[src/rtl/i2c_am_pkg.sv]
package i2c_am_pkg;
  typedef enum logic [1:0] {PH_IDLE, PH_ADDR, PH_HELD} phase_t;

  localparam int ST_EXT   = 5;
  localparam int ST_MATCH = 4;
  localparam int ST_GCALL = 3;
  localparam int ST_RW    = 2;
  localparam int ST_ENG   = 1;

  typedef struct packed {
    logic ext;
    logic match;
    logic gcall;
    logic tenbit_wr;
  } verdict_t;
endpackage

[src/rtl/i2c_am_line_watch.sv]
module i2c_am_line_watch (
  input  logic clk,
  input  logic rst_n,
  input  logic scl_i,
  input  logic sda_i,
  output logic scl_rise,
  output logic scl_fall,
  output logic start_c,
  output logic stop_c
);
  logic scl_q, sda_q;

  always_ff @(posedge clk or negedge rst_n) begin
    if (!rst_n) begin
      scl_q <= 1'b1;
      sda_q <= 1'b1;
    end else begin
      scl_q <= scl_i;
      sda_q <= sda_i;
    end
  end

  always_comb begin
    scl_rise = scl_i & ~scl_q;
    scl_fall = ~scl_i & scl_q;
    start_c  = scl_i & scl_q & sda_q & ~sda_i;
    stop_c   = scl_i & scl_q & ~sda_q & sda_i;
  end
endmodule

[src/rtl/i2c_am_shifter.sv]
module i2c_am_shifter #(
  parameter int BYTE_W = 8
) (
  input  logic              clk,
  input  logic              rst_n,
  input  logic              clear,
  input  logic              shift_en,
  input  logic              bit_in,
  output logic [BYTE_W-1:0] data,
  output logic              full
);
  localparam int CW = $clog2(BYTE_W + 1);
  logic [CW-1:0] count;

  always_ff @(posedge clk or negedge rst_n) begin
    if (!rst_n) begin
      data  <= '0;
      count <= '0;
    end else if (clear) begin
      data  <= '0;
      count <= '0;
    end else if (shift_en && !full) begin
      data  <= {data[BYTE_W-2:0], bit_in};
      count <= count + 1'b1;
    end
  end

  assign full = (count == CW'(BYTE_W));
endmodule

[src/rtl/i2c_am_decode.sv]
module i2c_am_decode
  import i2c_am_pkg::*;
#(
  parameter int ADDR_W = 7
) (
  input  logic [ADDR_W:0] rx_byte,
  input  logic [ADDR_W:0] own_addr,
  input  logic            armed,
  output verdict_t        verdict
);
  localparam int TOP = ADDR_W;
  logic [3:0] nib;
  logic       addr_eq, tenbit_own;

  always_comb begin
    nib        = rx_byte[TOP -: 4];
    addr_eq    = (rx_byte[TOP:1] == own_addr[TOP:1]);
    tenbit_own = (own_addr[TOP -: 5] == 5'b11110);
    verdict.ext       = (nib == 4'h0) || (nib == 4'hF);
    verdict.gcall     = (rx_byte == '0);
    verdict.match     = addr_eq && (!tenbit_own || !rx_byte[0] || armed);
    verdict.tenbit_wr = addr_eq && tenbit_own && !rx_byte[0];
  end
endmodule

[src/rtl/i2c_slave_addr_match.sv]
module i2c_slave_addr_match
  import i2c_am_pkg::*;
#(
  parameter int ADDR_W = 7
) (
  input  logic              clk,
  input  logic              rst_n,
  input  logic              scl_i,
  input  logic              sda_i,
  input  logic [ADDR_W:0]   own_addr_i,
  input  logic              release_i,
  output logic              irq_o,
  output logic [7:0]        status_o
);
  localparam int BYTE_W = ADDR_W + 1;

  logic scl_rise, scl_fall, start_c, stop_c;
  logic [BYTE_W-1:0] rx_byte;
  logic full, eighth_fall;
  phase_t phase;
  verdict_t verdict;
  logic armed, f_ext, f_match, f_gcall, f_rw, f_eng;

  i2c_am_line_watch u_watch (
    .clk(clk), .rst_n(rst_n), .scl_i(scl_i), .sda_i(sda_i),
    .scl_rise(scl_rise), .scl_fall(scl_fall),
    .start_c(start_c), .stop_c(stop_c)
  );

  i2c_am_shifter #(.BYTE_W(BYTE_W)) u_shift (
    .clk(clk), .rst_n(rst_n), .clear(start_c),
    .shift_en(phase == PH_ADDR && scl_rise),
    .bit_in(sda_i), .data(rx_byte), .full(full)
  );

  i2c_am_decode #(.ADDR_W(ADDR_W)) u_dec (
    .rx_byte(rx_byte), .own_addr(own_addr_i), .armed(armed), .verdict(verdict)
  );

  assign eighth_fall = (phase == PH_ADDR) && full && scl_fall;

  always_ff @(posedge clk or negedge rst_n) begin
    if (!rst_n) begin
      phase <= PH_IDLE;
      {f_ext, f_match, f_gcall, f_rw, f_eng} <= '0;
      armed <= 1'b0;
      irq_o <= 1'b0;
    end else if (release_i || stop_c) begin
      phase <= PH_IDLE;
      {f_ext, f_match, f_gcall, f_rw, f_eng} <= '0;
      armed <= 1'b0;
      irq_o <= 1'b0;
    end else if (start_c) begin
      phase <= PH_ADDR;
      {f_ext, f_match, f_gcall, f_rw, f_eng} <= '0;
      irq_o <= 1'b0;
    end else if (eighth_fall) begin
      phase   <= PH_HELD;
      f_ext   <= verdict.ext;
      f_match <= verdict.match;
      f_gcall <= verdict.gcall;
      f_rw    <= (verdict.ext || verdict.match) ? rx_byte[0] : 1'b0;
      f_eng   <= verdict.ext || verdict.match;
      irq_o   <= verdict.ext || verdict.match;
      armed   <= armed || verdict.tenbit_wr;
    end else begin
      irq_o <= 1'b0;
    end
  end

  always_comb begin
    status_o          = '0;
    status_o[ST_EXT]   = f_ext;
    status_o[ST_MATCH] = f_match;
    status_o[ST_GCALL] = f_gcall;
    status_o[ST_RW]    = f_rw;
    status_o[ST_ENG]   = f_eng;
  end
endmodule

[config.mk]
export PLATFORM = sky130hd
export DESIGN_NAME = i2c_slave_addr_match
export DESIGN_NICKNAME = d
export VERILOG_FILES = /design/src/rtl/i2c_am_pkg.sv /design/src/rtl/i2c_am_line_watch.sv /design/src/rtl/i2c_am_shifter.sv /design/src/rtl/i2c_am_decode.sv /design/src/rtl/i2c_slave_addr_match.sv
export SDC_FILE = /design/constraint.sdc
export NUM_CORES = 1
export LEC_CHECK = 0
export BUFFER_PORTS_ARGS = -buffer_cell sky130_fd_sc_hd__buf_2
export CELL_PAD_IN_SITES_DETAIL_PLACEMENT = 0
export CELL_PAD_IN_SITES_GLOBAL_PLACEMENT = 1
export CORE_UTILIZATION = 28
export CTS_BUF_LIST = sky130_fd_sc_hd__clkbuf_8 sky130_fd_sc_hd__clkbuf_16
export CTS_CLUSTER_SIZE = 30
export DETAILED_ROUTE_END_ITERATION = 6
export PLACE_DENSITY = 0.62
export SLEW_MARGIN = 20
export SYNTH_ARGS = -nofsm -noshare
export SYNTH_HDL_FRONTEND = slang
export SYNTH_HIERARCHICAL = 1
export SYNTH_SLANG_ARGS = --single-unit
[constraint.sdc]
create_clock -name clk -period 3.88 [get_ports clk]
set_clock_uncertainty 0.05 [all_clocks]
set_input_delay 0.776 -clock clk [delete_from_list [all_inputs] [get_ports clk]]
set_output_delay 0.776 -clock clk [all_outputs]
set_load 0.01 [all_outputs]
* After elaboration in Yosys (flattened, before gate mapping)
Cells that the tools add are included.
** Word-level totals
- Register bits after elaboration :: 23
- Input port bits :: 13
** Operators by class
- Reduce and logical (&&, ||, !) cells :: 22
- $add $sub $neg :: 1
- Bitwise logic cells :: 11
- Mux-type cells :: 29
- Eq/ne operators :: 6
** Operators with widths (count)
- 1-bit 2-to-1 mux :: 22
- 8-bit 2-to-1 mux :: 2
- 4-bit equality test, second input constant :: 2
- 8-bit logical NOT :: 1
- 4-bit 2-to-1 mux :: 2
- 1-bit bitwise AND :: 7
- 7-bit equality test :: 1
- 1-bit logical AND :: 7
- 1-bit logical OR :: 6
- 2-bit 2-to-1 mux :: 3
- 5-bit equality test, second input constant :: 1
- 4-bit by 1-bit adder with 4-bit output, second input constant :: 1
- 4-bit logical NOT :: 1
- 1-bit inverter :: 4
- 2-bit nonzero test :: 2
- 1-bit logical NOT :: 3
- 3-bit nonzero test :: 1
- 2-bit by 1-bit equality test with 1-bit output, second input constant :: 1
- 2-bit by 1-bit != test with 1-bit output, second input constant :: 1
- 2-bit AND reduction :: 1

* Logic depth before layout (Yosys ltp)
Gate-level depths: netlist of run 1.
- Depth in word-level cells :: 10
- Mapped depth :: 8
- Depth with buffers taken out :: 7

* Cells and area by module
Netlist of run 1, hierarchy kept.
** By module, submodules not included
- i2c_am_shifter :: instances 1, area an instance 600.6 um^2, cells an instance 52
- i2c_slave_addr_match :: instances 1, area an instance 454.2 um^2, cells an instance 47
- i2c_am_decode :: instances 1, area an instance 138.9 um^2, cells an instance 19
- i2c_am_line_watch :: instances 1, area an instance 85.1 um^2, cells an instance 6

* Worst setup path before layout of run 1
No wires, ideal clock.
- Path type :: input to register
- Start :: in scl_i
- End :: reg u_shift.count[2]
- Path buffers :: 1
- Library setup time :: 73 ps
- Slack :: 2052 ps
- Stages on the path :: 6
- Data arrival time :: 1705 ps
- Required time :: 3757 ps
- Cells stage by stage :: nor2b_1 > and3b_1 > clkbuf_2 > nand2_1 > or3b_1 > a21oi_2
** On the way
- Cells in the longest elaborated chain, start to end :: 4
- Elaborated cells between the ends (all ways) :: 8
- Those cells by class :: mux (1); bitwise (4); reduce/logical (3)
** RTL lines
- start, declared :: RTL line i2c_slave_addr_match.sv:8 : input logic scl_i,
- 1-bit bitwise AND (on tied branches) :: RTL line i2c_am_line_watch.sv:26, i2c_am_line_watch.sv:24
- 1-bit bitwise AND / 1-bit logical AND (equally long branches) :: RTL line i2c_am_line_watch.sv:26, i2c_slave_addr_match.sv:32
- 1-bit bitwise AND / 1-bit logical AND (equally long branches) :: RTL line i2c_am_line_watch.sv:26, i2c_am_shifter.sv:22
- 4-bit 2-to-1 mux / 2-bit nonzero test (equally long branches)
- end signal, assigned :: RTL line i2c_am_shifter.sv:24 : count <= count + 1'b1;
- end, declared :: RTL line i2c_am_shifter.sv:13 : logic [CW-1:0] count;
Parallel ways exist; a longest one is shown, timed or not.
A chain may end at the register's enable or synchronous reset.

* Worst setup path in the final report of run 1
- Start :: in sda_i
- End :: reg armed
** On the way
- Cells in the longest elaborated chain, start to end :: 4
- Elaborated cells between the ends (all ways) :: 8
- Those cells by class :: eq/ne (1); mux (1); bitwise (3); reduce/logical (3)
** RTL lines
- start, declared :: RTL line i2c_slave_addr_match.sv:9 : input logic sda_i,
- 1-bit inverter :: RTL line i2c_am_line_watch.sv:26 : start_c = scl_i & scl_q & sda_q & ~sda_i;
- 1-bit bitwise AND :: RTL line i2c_am_line_watch.sv:26
- net start_c :: RTL line i2c_slave_addr_match.sv:17 : logic scl_rise, scl_fall, start_c, stop_c;
- 2-bit by 1-bit != test with 1-bit output (no line)
- 2-bit AND reduction (no line)
- end signal, assigned :: RTL line i2c_slave_addr_match.sv:65 : armed <= armed || verdict.tenbit_wr;
- end, declared :: RTL line i2c_slave_addr_match.sv:22 : logic armed, f_ext, f_match, f_gcall, f_rw, f_eng;
The timed path passes the listed nets, and every way through them passes these cells.

==> flow_metrics.py, run 1 <==
metrics = {
    "timing": {
        "drv_slew": 0,
        "grt_setup_unrepaired": "false",
        "timing.hold.ws_ns": 0.421,
        "fin_setup_tns_ns": 0,
        "setup_viol": 0,
        "max_freq_mhz": 513,
        "hold_violations": 0,
        "period_needed_ns": 1.95,
        "post-route-period-util": 0.502,
    },
    "synthesis": {
        "synth.distinct_cells": 38,
        "syn-instance-count": 124,
        "synth_edf_count": 0,
        "synthArstFlopShare": 1.00,
        "avgSynthCellArea_um2": 10.3,
        "yosysSeqAreaShare": 0.452,
        "synth_most_common_cell": "dfrtp_1",
        "ys_ff_latch": 23,
        "yosys.area.top_type_share": 0.411,
        "ys_warn_count": 6,
        "synth_common_cells": "21 x dfrtp_1, 10 x nand2_1, 8 x buf_4, 8 x nand2b_1",
        "syn-cell-area_um2": 1280,
        "synth_ff_type": "dfrtp_1",
        "synthTopCellsByArea": "dfrtp_1 41%, mux2i_1 5.5%, xnor2_1 4.8%",
        "synth_top_area_cell": "dfrtp_1",
    },
    "cells_and_area": {
        "nNetsFinal": 150,
        "diodes": 0,
        "syn_to_final_growth_pct": 8.41,
        "fillers": 474,
        "layout-drive-gt1-share": 0.239,
    },
    "setup_path": {
        "cp_max_fo": 15,
        "ff2ff_setup_slack_ns": 2.07,
        "crit_path_max_incr_delay_ns": 0.55,
        "critPathSlowestCell": "and4b_1",
        "cp.arrival_ns": 2.05,
        "cp_cell_sequence": "buf_2 -> and4b_1 -> or3_1 -> nor2_2 -> a22o_1",
        "cp-end-kind": "register",
        "crit_type": "in2reg",
        "cp_top_family": "simple AND/OR/NAND/NOR gates",
        "critPathLaunchType": "input port",
        "r2r-end": "armed",
        "worstPathRequired_ns": 3.99,
        "cp_num_cells": 5,
        "r2r_start": "u_watch/scl_q",
        "rr_worst_depth": 4,
        "path_buf_inv": 1,
    },
    "cts": {
        "clockBufferDepth": 2,
        "cts_resized": 0,
        "post-cts-setup-buffers": 0,
        "hold_buffers": 0,
        "cts_root_buf": "clkbuf_8",
        "clock_sinks": 23,
        "numCtsBuffers": 3,
        "cts_max_level": 1,
        "clock_latency_ns": 0.26,
        "cts_tree": "yes",
        "clk_pin_slew_worst_paths_ns": 0.08,
    },
    "power": {
        "power_density_nw_per_um2": 321,
        "power_uw": 445,
        "p_leak_nw": 0.614,
        "vdd_drop_max_v": 0.000103,
    },
    "flow_run": {
        "maxCapViolations": 0,
    },
    "global_route": {
        "antenna_found_initial": 0,
        "grt_usage": 0.106,
        "grt_max_degree": 24,
        "grt_overflow": 0,
        "grt_pass1_wl_um": 4150,
        "grt_pass1_vias": 875,
    },
    "die": {
        "die_w_um": 69.6,
        "die_area_um2": 4840,
        "core-area_um2": 4380,
        "io_pins": 22,
        "rows": 24,
        "die_h_um": 69.6,
        "start_util": 0.292,
    },
    "routing": {
        "ant_nets": 0,
        "drtIter0Drc": 32,
        "via_per_inst": 4.82,
        "vias": 896,
        "first_pass_iters": 4,
        "drc": 0,
        "wire_per_inst_um": 12.7,
        "wl_um": 2360,
    },
    "placement": {
        "place_hpwl_um": 1790,
        "io_buffers": 17,
        "gp_congestion": 0.716,
    },
    "status": {
        "status": "completed",
    },
    "min_path": {
        "hold_class": "in2async",
    },
}
state kept, by name, summed over array words and instances (netlist names):
register / flops
armed: 1
f_eng: 1
f_ext: 1
f_gcall: 1
f_match: 1
f_rw: 1
irq_o: 1
phase: 2
u_shift/count: 4
u_shift/data: 8
u_watch/scl_q: 1
u_watch/sda_q: 1
worst reg2reg max path: stages (launching register included):
cell and delay, ns:
dfstp_2 0.55, and4b_1 0.51, or3_1 0.37, nor2_2 0.06, a22o_1 0.18
layer usage:
layer	vias up	part of all wire	track usage	wire, µm
li1	437	-	-	-
met1	442	0.48	0.141	1130
met2	15	0.48	0.168	1140
met3	2	0.031	0.0276	72
met4	0	0.0055	0.0340	13
met5	-	0	0	0
where the power goes:
group	leakage [nW]	switching, mW	total [mW]	internal, mW
logic	0.276	0.0255	0.0452	0.0197
registers	0.313	0.00652	0.254	0.247
clock network	0.0255	0.0752	0.147	0.0715
cell type report:
class | instances | area [µm²] | share of cell area
multi-input combinational | 87 | 601 | 0.433
inverter | 3 | 11.3 | 0.00812
sequential | 23 | 578 | 0.417
timing repair buffer | 17 | 85.1 | 0.0614
clock buffer | 3 | 41.3 | 0.0298
tap | 52 | 65.1 | 0.0469
clock inverter | 1 | 5.00 | 0.00361
through the flow:
step	cells	worst slack (ns)	utilization	instance area [µm²]
3_3_place_gp	182	1.65	0.306	1340
6_report	186	1.93	0.316	1390
2_1_floorplan	126	2.05	-	1290
3_5_place_dp	182	1.64	0.306	1340
4_1_cts	186	1.93	0.316	1390
5_1_grt	186	1.85	0.316	1390
worst max-delay path by stage:
stage	startpoint	endpoint	slack [ns]
floorplan	scl_i	u_shift/count[2]	2.05
global placement	sda_i	armed	1.65
detailed placement	sda_i	armed	1.64
CTS	sda_i	armed	1.93
global route	sda_i	armed	1.85
finish	sda_i	armed	1.93
cell families after synthesis:
| kind of cell | Yosys count | synth area share |
|---|---|---|
| flip-flops | 23 | 0.452 |
| XOR/XNOR | 8 | 0.0548 |
| other | 1 | 0.00293 |
| adder cells (fa/ha/maj) | 2 | 0.0196 |
| AO/OA/AOI/OAI | 13 | 0.0685 |
| AND/OR/NAND/NOR | 54 | 0.263 |
| buffers and inverters | 16 | 0.0841 |
| multiplexers | 7 | 0.0548 |
layout by cell type (no fill, tap or decap), drive strengths merged, types with 2 or more instances in the layout:
cell type,count
ha,2
nand3,3
and4b,3
buf,17
clkbuf,3
xnor2,7
nand4,4
or4,2
nor3,4
dfrtp,21
conb,3
dfstp,2
nand2,10
mux2i,7
nor2,8
nand4b,2
or3,2
nand3b,2
a21oi,8
a21o,2
nand2b,8
inv,3
nor2b,2
Power figures use the tool's default switching activity.
==> run 2: changes to the inputs <==
==> constraint.sdc (replaced) <==
create_clock -name clk -period 1.8 [get_ports clk]
set_clock_uncertainty 0.05 [all_clocks]
set_input_delay 0.36 -clock clk [delete_from_list [all_inputs] [get_ports clk]]
set_output_delay 0.36 -clock clk [all_outputs]
set_load 0.01 [all_outputs]
==> run 2 against run 1 <==
- cell count up 1.1%
- sequential power increased by 110%
- final area up 0.99%
- sequential share of layout area down 0.41 points
- highest routed layer unchanged
- core utilization rose by 0.31 points
- register-to-register slack got worse by 2.0 ns
- first-iteration DRC count shrank 41%
- routed wire length down 1.4%
- critical path type is now reg2reg
==> flow_metrics.py, run 2 (synthesis gave the netlist of run 1 again) <==
metrics = {
    "status": {
        "status": "completed",
    },
    "cts": {
        "cts_max_level": 1,
        "numCtsBuffers": 3,
        "clock_latency_ns": 0.26,
        "clockBufferDepth": 2,
        "cts_tree": "yes",
        "cts_root_buf": "clkbuf_8",
        "hold_buffers": 0,
        "clock_sinks": 23,
        "clk_pin_slew_worst_paths_ns": 0.08,
    },
    "timing": {
        "finalWorstSetupSlack_ns": 0.109,
        "grt_setup_unrepaired": "false",
        "fin_setup_tns_ns": 0,
        "maxSlewHeadroom": 0.658,
        "timing.hold.ws_ns": 0.0131,
        "post-route-period-util": 0.940,
        "period_needed_ns": 1.69,
        "hold_violations": 0,
        "max_freq_mhz": 591,
        "drv_slew": 0,
        "tightest_slew_ns": 0.514,
        "setup_viol": 0,
    },
    "setup_path": {
        "crit_type": "reg2reg",
        "ff2ff_setup_slack_ns": 0.11,
        "cp-end-kind": "register",
        "cpMostUsedCell": "inv_1",
        "critPathLaunchType": "register",
        "critPathSlowestCell": "dfrtp_1",
        "worstPathRequired_ns": 1.93,
        "crit_path_max_incr_delay_ns": 0.41,
        "cp.arrival_ns": 1.82,
        "cp_max_fo": 8,
        "cp_cell_sequence": "inv_1 -> ha_1 -> nand3b_4 -> inv_1 -> and4b_1 -> nand3b_1 -> a21oi_1",
    },
    "cells_and_area": {
        "top_register": "u_shift/data",
        "syn_to_final_growth_pct": 9.49,
        "most-common-layout-cells": "21 x dfrtp_1, 17 x buf_2, 10 x nand2_1",
        "final_common_cell": "dfrtp_1",
        "reg_top3": "u_shift/data (8), u_shift/count (4), phase (2)",
        "layout-drive-gt1-share": 0.243,
        "instances_no_fill": 188,
        "nNetsFinal": 152,
        "diodes": 0,
        "largest_reg_flops": 8,
    },
    "power": {
        "vdd_drop_max_v": 0.000227,
        "power_density_nw_per_um2": 680,
        "p_leak_nw": 0.625,
    },
    "die": {
        "core-area_um2": 4380,
        "rows": 24,
        "die_area_um2": 4840,
        "io_pins": 22,
        "die_w_um": 69.6,
        "die_h_um": 69.6,
        "start_util": 0.292,
    },
    "placement": {
        "io_buffers": 17,
        "place_inst": 183,
        "place_hpwl_um": 1790,
        "gp_congestion": 0.724,
        "dp_slack_ns": 0.107,
    },
    "routing": {
        "ant_nets": 0,
        "wire_per_inst_um": 12.4,
        "drc": 0,
        "vias": 893,
        "via_per_inst": 4.75,
        "drtIter0Drc": 19,
        "first_pass_iters": 4,
        "wl_um": 2320,
    },
    "flow_run": {
        "maxCapViolations": 0,
    },
    "min_path": {
        "hold_class": "in2async",
    },
    "global_route": {
        "grt_pass1_vias": 865,
        "grt_overflow": 0,
        "antenna_found_initial": 0,
        "grt_usage": 0.104,
        "grt_max_degree": 24,
        "grt_pass1_wl_um": 4010,
    },
}
-- run 2: worst paths after layout --
| check | from | endpoint | depth (start not counted) |
|---|---|---|---|
| max reg2reg | u_shift/count[0] | f_rw | 7 |
| min in group clk | scl_i | u_watch/scl_q | 1 |
| max in group asynchronous | rst_n | u_watch/sda_q | 1 |
| min reg2reg | f_match | f_match | 2 |
| min | rst_n | armed | 1 |
| max | u_shift/count[0] | f_rw | 7 |
-- run 2: metal layers --
metal | up-vias | wire length [µm] | GRT usage
met1 | 443 | 1110 | 0.128
met5 | - | 0 | 0
met2 | 10 | 1140 | 0.175
met4 | 0 | 16 | 0.0408
li1 | 438 | - | -
met3 | 2 | 63 | 0.0276
-- run 2: metrics by stage --
stage | power, mW | cell area [µm²] | util
after floorplan | 0.623 | 1290 | -
after global placement | 0.653 | 1350 | 0.307
after detailed placement | 0.657 | 1350 | 0.307
after CTS | 0.968 | 1390 | 0.318
after global routing | 1.00 | 1400 | 0.319
final | 0.952 | 1400 | 0.319
-- run 2: critical path: cells and delay by family (launching register included) --
kind / cells / cell delay, ns
buffers and inverters: 2 / 0.20
and+or+nand+nor: 3 / 0.59
DFF: 1 / 0.41
adders and majority gates: 1 / 0.20
AOI/OAI and AO/OA: 1 / 0.16
-- run 2: layout make-up --
| class | count | area (µm²) |
|---|---|---|
| Inverter | 3 | 11.3 |
| Fill cell | 457 | 2980 |
| Clock inverter | 1 | 3.75 |
| Timing Repair Buffer | 19 | 100 |
| Clock buffer | 3 | 41.3 |
| Sequential cell | 23 | 578 |
| Multi-Input combinational cell | 87 | 601 |
| Tap cell | 52 | 65.1 |
-- run 2: power by group --
| part | switching, mW | internal (mW) |
|---|---|---|
| Sequential | 0.0126 | 0.532 |
| Combinational | 0.0559 | 0.0430 |
| Clock | 0.156 | 0.152 |
| Total | 0.224 | 0.727 |
-- run 2: what timing repair did --
action                                  in CTS  in global routing
buffers inserted                             0                  1
resized for setup                            0                  0
endpoints found under the setup margin       0                  2
